`src/rtl/bsl_pkg.sv`:
```
package bsl_pkg;
  typedef enum logic [1:0] {
    S_IDLE = 2'd0,
    S_REQ  = 2'd1,
    S_WAIT = 2'd2
  } bsl_state_e;
endpackage

```
`src/rtl/bsl_addr_step.sv`:
```
module bsl_addr_step #(
  parameter int ADDR_W = 64
) (
  input  logic [ADDR_W-1:0] cur,
  input  logic              narrow,
  output logic [ADDR_W-1:0] nxt
);
  logic [ADDR_W-1:0] inc;
  assign inc = cur + {{(ADDR_W-1){1'b0}}, 1'b1};

  generate
    if (ADDR_W > 32) begin : g_wide
      assign nxt = narrow ? {{(ADDR_W-32){1'b0}}, inc[31:0]} : inc;
    end else begin : g_flat
      logic unused_narrow;
      assign unused_narrow = narrow;
      assign nxt = inc;
    end
  endgenerate
endmodule

```
`src/rtl/bsl_lane_writer.sv`:
```
module bsl_lane_writer #(
  parameter int LANES = 4,
  parameter int REG_W = 5,
  localparam int LANE_W = $clog2(LANES),
  localparam int DATA_W = LANES * 8
) (
  input  logic              fire,
  input  logic [LANE_W-1:0] lane,
  input  logic [REG_W-1:0]  reg_idx,
  input  logic [REG_W-1:0]  prot_a,
  input  logic [REG_W-1:0]  prot_b,
  input  logic [7:0]        byte_in,
  output logic              we,
  output logic [LANES-1:0]  be,
  output logic [DATA_W-1:0] wdata
);
  logic blocked;
  assign blocked = (reg_idx == prot_b) ||
                   ((prot_a != '0) && (reg_idx == prot_a));
  assign we = fire && !blocked;

  // lane 0 is the most significant byte, so it maps to the top enable bit
  for (genvar g = 0; g < LANES; g++) begin : g_lane
    assign be[g] = (lane == LANE_W'(LANES - 1 - g));
    assign wdata[g*8 +: 8] = byte_in;
  end
endmodule

```
`src/rtl/byte_string_loader.sv`:
```
module byte_string_loader
  import bsl_pkg::*;
#(
  parameter int ADDR_W = 64,
  parameter int CNT_W  = 7,
  parameter int REG_W  = 5,
  parameter int LANES  = 4,
  localparam int LANE_W = $clog2(LANES),
  localparam int DATA_W = LANES * 8
) (
  input  logic              clk,
  input  logic              rst_n,
  input  logic              start,
  input  logic              narrow,
  input  logic [ADDR_W-1:0] base_addr,
  input  logic [CNT_W-1:0]  byte_cnt,
  input  logic [7:0]        cmp_byte,
  input  logic [REG_W-1:0]  first_reg,
  input  logic [REG_W-1:0]  prot_a,
  input  logic [REG_W-1:0]  prot_b,
  output logic              mem_req_valid,
  input  logic              mem_req_ready,
  output logic [ADDR_W-1:0] mem_req_addr,
  input  logic              mem_rsp_valid,
  output logic              mem_rsp_ready,
  input  logic [7:0]        mem_rsp_data,
  output logic              rf_we,
  output logic [REG_W-1:0]  rf_idx,
  output logic [LANES-1:0]  rf_be,
  output logic [DATA_W-1:0] rf_wdata,
  output logic              busy,
  output logic              done,
  output logic [CNT_W-1:0]  done_cnt
);
  bsl_state_e        state_q;
  logic [ADDR_W-1:0] addr_q, addr_nxt;
  logic [CNT_W-1:0]  idx_q, cnt_q, done_cnt_q;
  logic [LANE_W-1:0] lane_q;
  logic [REG_W-1:0]  reg_q, pa_q, pb_q;
  logic [7:0]        cmp_q;
  logic              narrow_q, done_q;

  logic take, hit, last;
  assign take = (state_q == S_WAIT) && mem_rsp_valid;
  assign hit  = (mem_rsp_data == cmp_q);
  assign last = ({1'b0, idx_q} + {{CNT_W{1'b0}}, 1'b1}) == {1'b0, cnt_q};

  bsl_addr_step #(.ADDR_W(ADDR_W)) u_step (
    .cur    (addr_q),
    .narrow (narrow_q),
    .nxt    (addr_nxt)
  );

  bsl_lane_writer #(.LANES(LANES), .REG_W(REG_W)) u_lane (
    .fire    (take),
    .lane    (lane_q),
    .reg_idx (reg_q),
    .prot_a  (pa_q),
    .prot_b  (pb_q),
    .byte_in (mem_rsp_data),
    .we      (rf_we),
    .be      (rf_be),
    .wdata   (rf_wdata)
  );

  always_ff @(posedge clk or negedge rst_n) begin
    if (!rst_n) begin
      state_q    <= S_IDLE;
      addr_q     <= '0;
      idx_q      <= '0;
      cnt_q      <= '0;
      lane_q     <= '0;
      reg_q      <= '0;
      pa_q       <= '0;
      pb_q       <= '0;
      cmp_q      <= '0;
      narrow_q   <= 1'b0;
      done_q     <= 1'b0;
      done_cnt_q <= '0;
    end else begin
      done_q <= 1'b0;
      case (state_q)
        S_IDLE: begin
          if (start) begin
            addr_q   <= base_addr;
            cnt_q    <= byte_cnt;
            cmp_q    <= cmp_byte;
            reg_q    <= first_reg;
            pa_q     <= prot_a;
            pb_q     <= prot_b;
            narrow_q <= narrow;
            idx_q    <= '0;
            lane_q   <= '0;
            if (byte_cnt == '0) begin
              done_q     <= 1'b1;
              done_cnt_q <= '0;
            end else begin
              state_q <= S_REQ;
            end
          end
        end
        S_REQ: begin
          if (mem_req_ready) state_q <= S_WAIT;
        end
        S_WAIT: begin
          if (mem_rsp_valid) begin
            if (hit || last) begin
              state_q    <= S_IDLE;
              done_q     <= 1'b1;
              done_cnt_q <= hit ? idx_q : cnt_q;
            end else begin
              state_q <= S_REQ;
              idx_q   <= idx_q + {{(CNT_W-1){1'b0}}, 1'b1};
              addr_q  <= addr_nxt;
              lane_q  <= lane_q + {{(LANE_W-1){1'b0}}, 1'b1};
              if (lane_q == LANE_W'(LANES - 1))
                reg_q <= reg_q + {{(REG_W-1){1'b0}}, 1'b1};
            end
          end
        end
        default: state_q <= S_IDLE;
      endcase
    end
  end

  assign mem_req_valid = (state_q == S_REQ);
  assign mem_req_addr  = addr_q;
  assign mem_rsp_ready = (state_q == S_WAIT);
  assign rf_idx        = reg_q;
  assign busy          = (state_q != S_IDLE);
  assign done          = done_q;
  assign done_cnt      = done_cnt_q;
endmodule

```
`config.mk`:
```
export PLATFORM = sky130hd
export DESIGN_NAME = byte_string_loader
export DESIGN_NICKNAME = d
export VERILOG_FILES = /design/src/rtl/bsl_pkg.sv /design/src/rtl/bsl_addr_step.sv /design/src/rtl/bsl_lane_writer.sv /design/src/rtl/byte_string_loader.sv
export SDC_FILE = /design/constraint.sdc
export NUM_CORES = 1
export LEC_CHECK = 0
export ABC_AREA = 0
export BUFFER_PORTS_ARGS = -buffer_cell sky130_fd_sc_hd__buf_2
export CORE_MARGIN = 5
export CORE_UTILIZATION = 32
export DETAILED_ROUTE_END_ITERATION = 6
export PLACE_DENSITY = 0.57
export SLEW_MARGIN = 15
export SYNTH_ARGS = -nofsm -noshare
export SYNTH_HDL_FRONTEND = slang
export SYNTH_HIERARCHICAL = 1
export SYNTH_SLANG_ARGS = --single-unit
```
`constraint.sdc`:
```
create_clock -name clk -period 3.4 [get_ports clk]
set_input_delay 0.34 -clock clk [delete_from_list [all_inputs] [get_ports clk]]
set_output_delay 0.34 -clock clk [all_outputs]
set_load 0.005 [all_outputs]
```
-- Word level (Yosys, flattened, before mapping)
Cells that the tools add are included.
- register bits: 114
- output and inout bits: 117
- add/sub/neg operators: 5
- reductions and logical operators: 17
- equal/unequal tests: 17
- muxes and demuxes: 35
- operators with widths (kind ; number):
    64-bit 2-to-1 mux ; 4
    64-bit case mux with 2 select lines ; 1
    64-bit by 1-bit adder with 64-bit output, second input constant ; 1
    7-bit 2-to-1 mux ; 8
    7-bit case mux with 2 select lines ; 2
    5-bit 2-to-1 mux ; 4
    2-bit 2-to-1 mux ; 7
    5-bit == test ; 2
    2-bit != test, second input constant ; 5
    5-bit case mux with 2 select lines ; 1
    5-bit AND reduction ; 2
    7-bit by 1-bit adder with 8-bit output, second input constant ; 1
    8-bit by 7-bit == test with 1-bit output ; 1
    8-bit == test ; 1
    4-bit AND reduction ; 2
    7-bit by 1-bit adder with 7-bit output, second input constant ; 1
    7-bit zero test ; 1
    2-bit == test, second input constant ; 3
    2-bit by 1-bit != test with 1-bit output, second input constant ; 3
    2-bit case mux with 3 select lines ; 1
    5-bit by 1-bit adder with 5-bit output, second input constant ; 1
    1-bit 2-to-1 mux ; 5
    5-bit nonzero test ; 1
    2-bit by 1-bit == test with 1-bit output, second input constant ; 2
    9 further kinds ; 14

-- Longest topological paths before layout
- depth after elaboration: 6
- depth in mapped cells: 11
- mapped depth without buffers: 9

-- By module
Netlist, hierarchy kept.
- modules (own cells, without submodules) (module ; area an instance (um^2) ; cells each ; times used):
    byte_string_loader ; 5810.6 ; 624 ; 1
    bsl_addr_step ; 1586.5 ; 252 ; 1
    bsl_lane_writer ; 409.1 ; 54 ; 1

-- Worst setup path before layout
OpenSTA, ideal clock, no wires.
- path kind: flip-flop to flip-flop
- start: reg addr_q[0], in the netlist mem_req_addr[0]
- end: reg addr_q[62], in the netlist mem_req_addr[62]
- path slack: 0.925 ns
- cell stages (with the launch flop): 11
- arrival time: 2.347 ns
- path through: dfrtp_1 -> ha_1 -> and4_1 -> buf_2 -> and4_1 -> nand3_2 -> nor4_1 -> mux2_2 -> nand2_1 -> nand2_1 -> mux2_1
- cells in the longest elaborated chain, start to end: 5
- RTL lines (what ; line ; source):
    start, declared ; byte_string_loader.sv:36 ; logic [ADDR_W-1:0] addr_q, addr_nxt;
    start signal, assigned ; byte_string_loader.sv:85 ; addr_q <= base_addr;
    start signal, assigned ; byte_string_loader.sv:114 ; addr_q <= addr_nxt;
    64-bit by 1-bit adder with 64-bit output ; bsl_addr_step.sv:9 ; assign inc = cur + {{(ADDR_W-1){1'b0}}, 1'b1};
    64-bit 2-to-1 mux ; bsl_addr_step.sv:13 ; assign nxt = narrow ? {{(ADDR_W-32){1'b0}}, inc[31:0]} : inc;
    via addr_nxt[62] ; byte_string_loader.sv:36 ;
    64-bit 2-to-1 mux ; byte_string_loader.sv:107 ; if (hit || last) begin
    64-bit 2-to-1 mux ; byte_string_loader.sv:106 ; if (mem_rsp_valid) begin
    64-bit case mux with 2 select lines ; byte_string_loader.sv:82 ; case (state_q)
The timed path passes the listed nets, and every way through them passes these cells. The select of a mux whose other input is x is not followed.
A chain may end at the register's enable or synchronous reset.

-- Worst setup path after layout
- start: reg idx_q[0]
- end: reg addr_q[14], in the netlist mem_req_addr[14]
- cells in the longest elaborated chain, start to end: 5
- RTL lines (what ; line ; source):
    start, declared ; byte_string_loader.sv:37 ; logic [CNT_W-1:0] idx_q, cnt_q, done_cnt_q;
    start signal, assigned ; byte_string_loader.sv:113 ; idx_q <= idx_q + {{(CNT_W-1){1'b0}}, 1'b1};
    7-bit by 1-bit adder with 8-bit output ; byte_string_loader.sv:46 ; assign last = ({1'b0, idx_q} + {{CNT_W{1'b0}}, 1'b1}) == {1'b0, cnt_q};
    8-bit by 7-bit == test with 1-bit output ; byte_string_loader.sv:46 ;
    1-bit logical OR ; byte_string_loader.sv:107 ;
    2-bit != test (no line) ; -- ;
    4-bit AND reduction (no line) ; -- ;
Every way passes these cells.

==> results.json <==
{
  "setup-tns-final_ns": 0,
  "syn_to_final_growth_pct": 23.9,
  "crit_type": "flip-flop to flip-flop",
  "final_period_utilization_pct": 85.0,
  "grt_pass1_wl_mm": 37.6,
  "clockBufferDepth": 2,
  "yosysUniqueCellTypes": 65,
  "worstMarginPinSlew_ns": 0.740,
  "ctsHtreeMaxLevel": 4,
  "leakage_dissipation_uw": 0.00461,
  "clockRootBuffer": "sky130_fd_sc_hd__clkbuf_16",
  "max_clock_freq_mhz": 346,
  "run_status": "finished, final reports clean",
  "final_area_um2": 9670,
  "setup_fix_buffers_added_after_clock_tree_synthesis": 0,
  "holdCritPathClass": "input pin to flip-flop",
  "syn-instance-count": 930,
  "power.clock.fraction_pct": 22.9,
  "final_layout_size_suffix_gt1_share_pct": 27.8,
  "setup.worst_path.end_class": "flip-flop",
  "track_usage_pct": 16.4,
  "post_detail_place_hpwl_mm": 16.8,
  "tritoncts_clock_tree": "built",
  "maximum_number_of_pins_on_one_net_before_global_route_repair": 54,
  "overall_power_of_the_completed_layout_uw": 8430,
  "post_synth.cell_area_avg_um2": 8.39,
  "first_iter_violations": 435,
  "finalHoldViolCount": 0,
  "ys_seq_elements": 114,
  "syn-num-nets": 1042,
  "post_cts_resized": 0,
  "floorplan.die_area_um2": 27600,
  "placement_rows": 57,
  "holdPathStages": 3,
  "drt-vias-per-instance": 4.87,
  "cts.clk_slew.worst_paths_ns": 0.06,
  "regToRegEndpoint": "mem_req_addr[14]",
  "dpl_worst_slack_ns": 0.566,
  "drt-pass1-iter-count": 4,
  "fillerInstances": 2443,
  "path_max_fanout": 32,
  "ff2ff_path_depth": 8,
  "sort_of_element_at_the_start_of_the_critical_path": "flip-flop",
  "finalWeightedCongestion": 0.799,
  "slew_viol_final": 0,
  "grt_overflow_total": 0,
  "number_of_nets_in_the_finished_design": 1221,
  "min_from": "prot_a[2]",
  "route.vias.total": 7040,
  "skew_ns": 0.0102,
  "detailed_place.area_um2": 9030,
  "async_reset_ff_share_pct": 100,
  "first_global_vias": 7080,
  "irDropWorstVdd_mv": 0.297,
  "floorplan.initialDensity_pct": 32.3,
  "dominantRegCellSynth": "sky130_fd_sc_hd__dfrtp_1",
  "timing.rr.start": "idx_q[0]",
  "numCtsBuffers": 17,
  "post_route_minimum_period_ns": 2.89,
  "ys_seq_area_share_pct": 36.5,
  "antenna_violations_before_repair": 1,
  "setup_slack_ns": 0.511,
  "synth_edf_count": 0,
  "max-slew-margin-rel_pct": 50.7,
  "sw_frac_of_total_pct": 40.4,
  "worst_ep_required_time_ns": 3.68,
  "drt_wl_total_mm": 22.9,
  "syn-cell-area_um2": 7810,
  "reg2reg_setup_slack_ns": 0.51,
  "antenna-diode-count": 0,
  "pwr_density_nw_per_um2": 872,
  "clk-insertion-delay-late_ns": 0.41,
  "synth.yosys.warnings": 6,
  "floorplan.die.width_um": 166,
  "clock_sink_count": 114,
  "core_area_um2": 24200,
  "pin_count": 225,
  "io_buffer_count": 224,
  "drtAntennaViolNets": 0,
  "utilization_pct": 40.0,
  "wl_per_cell_um": 15.8,
  "seq_power_share_pct": 34.9,
  "finalSetupViolations": 0,
  "p_sw_uw": 3410,
  "die_h_um": 166,
  "p_int_uw": 5020,
  "maxCapViolCount": 0,
  "hold_end": "pa_q[2]",
  "grt_setup_unrepaired": "false",
  "arrival_ns": 3.17,
  "p_comb_share_pct": 42.1,
  "drc": 0
}
cell usage after synthesis, drive strengths merged (12+ instances only):
cell type | instances | area (um2)
buf | 53 | 368
nand4 | 26 | 178
a21oi | 33 | 165
dfrtp | 114 | 2850
o31ai | 17 | 128
xnor2 | 35 | 307
nand3 | 32 | 170
clkbuf | 27 | 101
nor2 | 29 | 111
and3 | 12 | 80.1
or3 | 13 | 86.3
nor3 | 12 | 76.3
o21ai | 21 | 105
xor2 | 23 | 201
mux2 | 72 | 871
nand2 | 308 | 1160
or4 | 14 | 105
metal layers:
layer  up-vias  global-route usage, %  share of wire, %
li1       3526                      -                 -
met4         2                   4.38               1.3
met2       169                   27.3                49
met3        18                   3.05               5.0
met1      3325                   21.9                45
met5         -                      0             0.057
logic make-up (layout without fill, tap and decap cells):
group	Yosys count	count (layout)	synth area share, %
AOI/OAI and AO/OA	100	100	8.61
xor gates and xnor gates	58	58	6.51
adders and majority gates	4	4	0.641
buffers and inverters	89	281	6.44
DFF	114	114	36.5
muxes	81	81	12.3
and+or+nand+nor	484	484	28.9
worst max-delay path, cell delays in order (launching register included):
cell and delay [ns]:
sky130_fd_sc_hd__dfrtp_1 0.46, sky130_fd_sc_hd__ha_1 0.32, sky130_fd_sc_hd__nand3_2 0.21, sky130_fd_sc_hd__o311ai_1 0.34, sky130_fd_sc_hd__nor3_2 0.12, sky130_fd_sc_hd__a31oi_4 0.29, sky130_fd_sc_hd__o21a_4 0.39, sky130_fd_sc_hd__buf_12 0.26
sky130_fd_sc_hd__mux2_1 0.35
repair_timing:
| item | 4_1_cts | 5_1_grt |
|---|---|---|
| endpoints found under the hold margin | 43 | 0 |
| hold buffers | 1 | 0 |
| endpoints found under the setup margin | 0 | 0 |
per-stage QoR:
| stage | cells | hold slack, ns |
|---|---|---|
| final | 1446 | 0.115 |
| after global routing | 1446 | 0.112 |
| after CTS | 1446 | 0.102 |
| after detailed placement | 1413 | 0.420 |
| after global placement | 1413 | 0.419 |
| after floorplan | 930 | 0.0444 |
power groups by stage:
| stage | clock, uW | sequential, uW | combinational [uW] |
|---|---|---|---|
| detailed placement | 0 | 2960 | 3600 |
| finish | 1930 | 2940 | 3550 |
| floorplan | 0 | 2720 | 2460 |
| global placement | 0 | 2950 | 3550 |
| CTS | 1980 | 2950 | 3620 |
| global route | 2030 | 3100 | 3990 |
cell usage in the layout, fill, tap and decap left out, types with 4 or more instances in the layout:
| master | instances |
|---|---|
| sky130_fd_sc_hd__nand2_1 | 308 |
| sky130_fd_sc_hd__buf_2 | 223 |
| sky130_fd_sc_hd__dfrtp_1 | 114 |
| sky130_fd_sc_hd__mux2_1 | 48 |
| sky130_fd_sc_hd__xnor2_1 | 35 |
| sky130_fd_sc_hd__a21oi_1 | 33 |
| sky130_fd_sc_hd__nand3_1 | 30 |
| sky130_fd_sc_hd__nor2_1 | 28 |
| sky130_fd_sc_hd__nand4_1 | 25 |
| sky130_fd_sc_hd__xor2_1 | 23 |
| sky130_fd_sc_hd__o21ai_0 | 20 |
| sky130_fd_sc_hd__o31ai_1 | 17 |
| sky130_fd_sc_hd__clkbuf_16 | 17 |
| sky130_fd_sc_hd__mux2_4 | 16 |
| sky130_fd_sc_hd__or4_1 | 14 |
| sky130_fd_sc_hd__buf_4 | 13 |
| sky130_fd_sc_hd__or3_1 | 12 |
| sky130_fd_sc_hd__and3_1 | 11 |
| sky130_fd_sc_hd__nor3_1 | 10 |
| sky130_fd_sc_hd__mux2i_1 | 9 |
| sky130_fd_sc_hd__and4_1 | 9 |
| sky130_fd_sc_hd__inv_1 | 8 |
| sky130_fd_sc_hd__mux2_2 | 8 |
| sky130_fd_sc_hd__and2_1 | 6 |
| sky130_fd_sc_hd__nor2b_1 | 6 |
| sky130_fd_sc_hd__o211ai_1 | 6 |
| sky130_fd_sc_hd__nand2b_1 | 5 |
| sky130_fd_sc_hd__ha_1 | 4 |
| sky130_fd_sc_hd__clkinv_2 | 4 |
| sky130_fd_sc_hd__bufinv_16 | 4 |
state kept, by name, indices dropped and copies added, names as in the netlist:
name and flops:
cmp_q 8, cnt_q 7, done 1, done_cnt 7
idx_q 7, lane_q 2, mem_req_addr 64, narrow_q 1
pa_q 5, pb_q 5, rf_idx 5, state_q 2
cell type report:
type / count / area (um2) / area share [%]
clock buffers: 22 / 474 / 4.90
flip-flops and latches: 114 / 2850 / 29.5
clock inverters: 10 / 155 / 1.60
repair buffers: 240 / 1280 / 13.3
multi-input cells: 727 / 4470 / 46.2
inverters: 9 / 33.8 / 0.349
well taps: 324 / 405 / 4.19
how the worst max path moves through the flow:
stage / slack, ns / from / to
CTS: 0.51 / idx_q[0] / mem_req_addr[14]
detailed placement: 0.57 / idx_q[0] / mem_req_addr[26]
finish: 0.51 / idx_q[0] / mem_req_addr[14]
floorplan: 0.93 / mem_req_addr[0] / mem_req_addr[62]
global route: 0.31 / idx_q[0] / mem_req_addr[29]
global placement: 0.63 / idx_q[0] / mem_req_addr[17]
No activity file was read; power rests on OpenSTA's default activity.
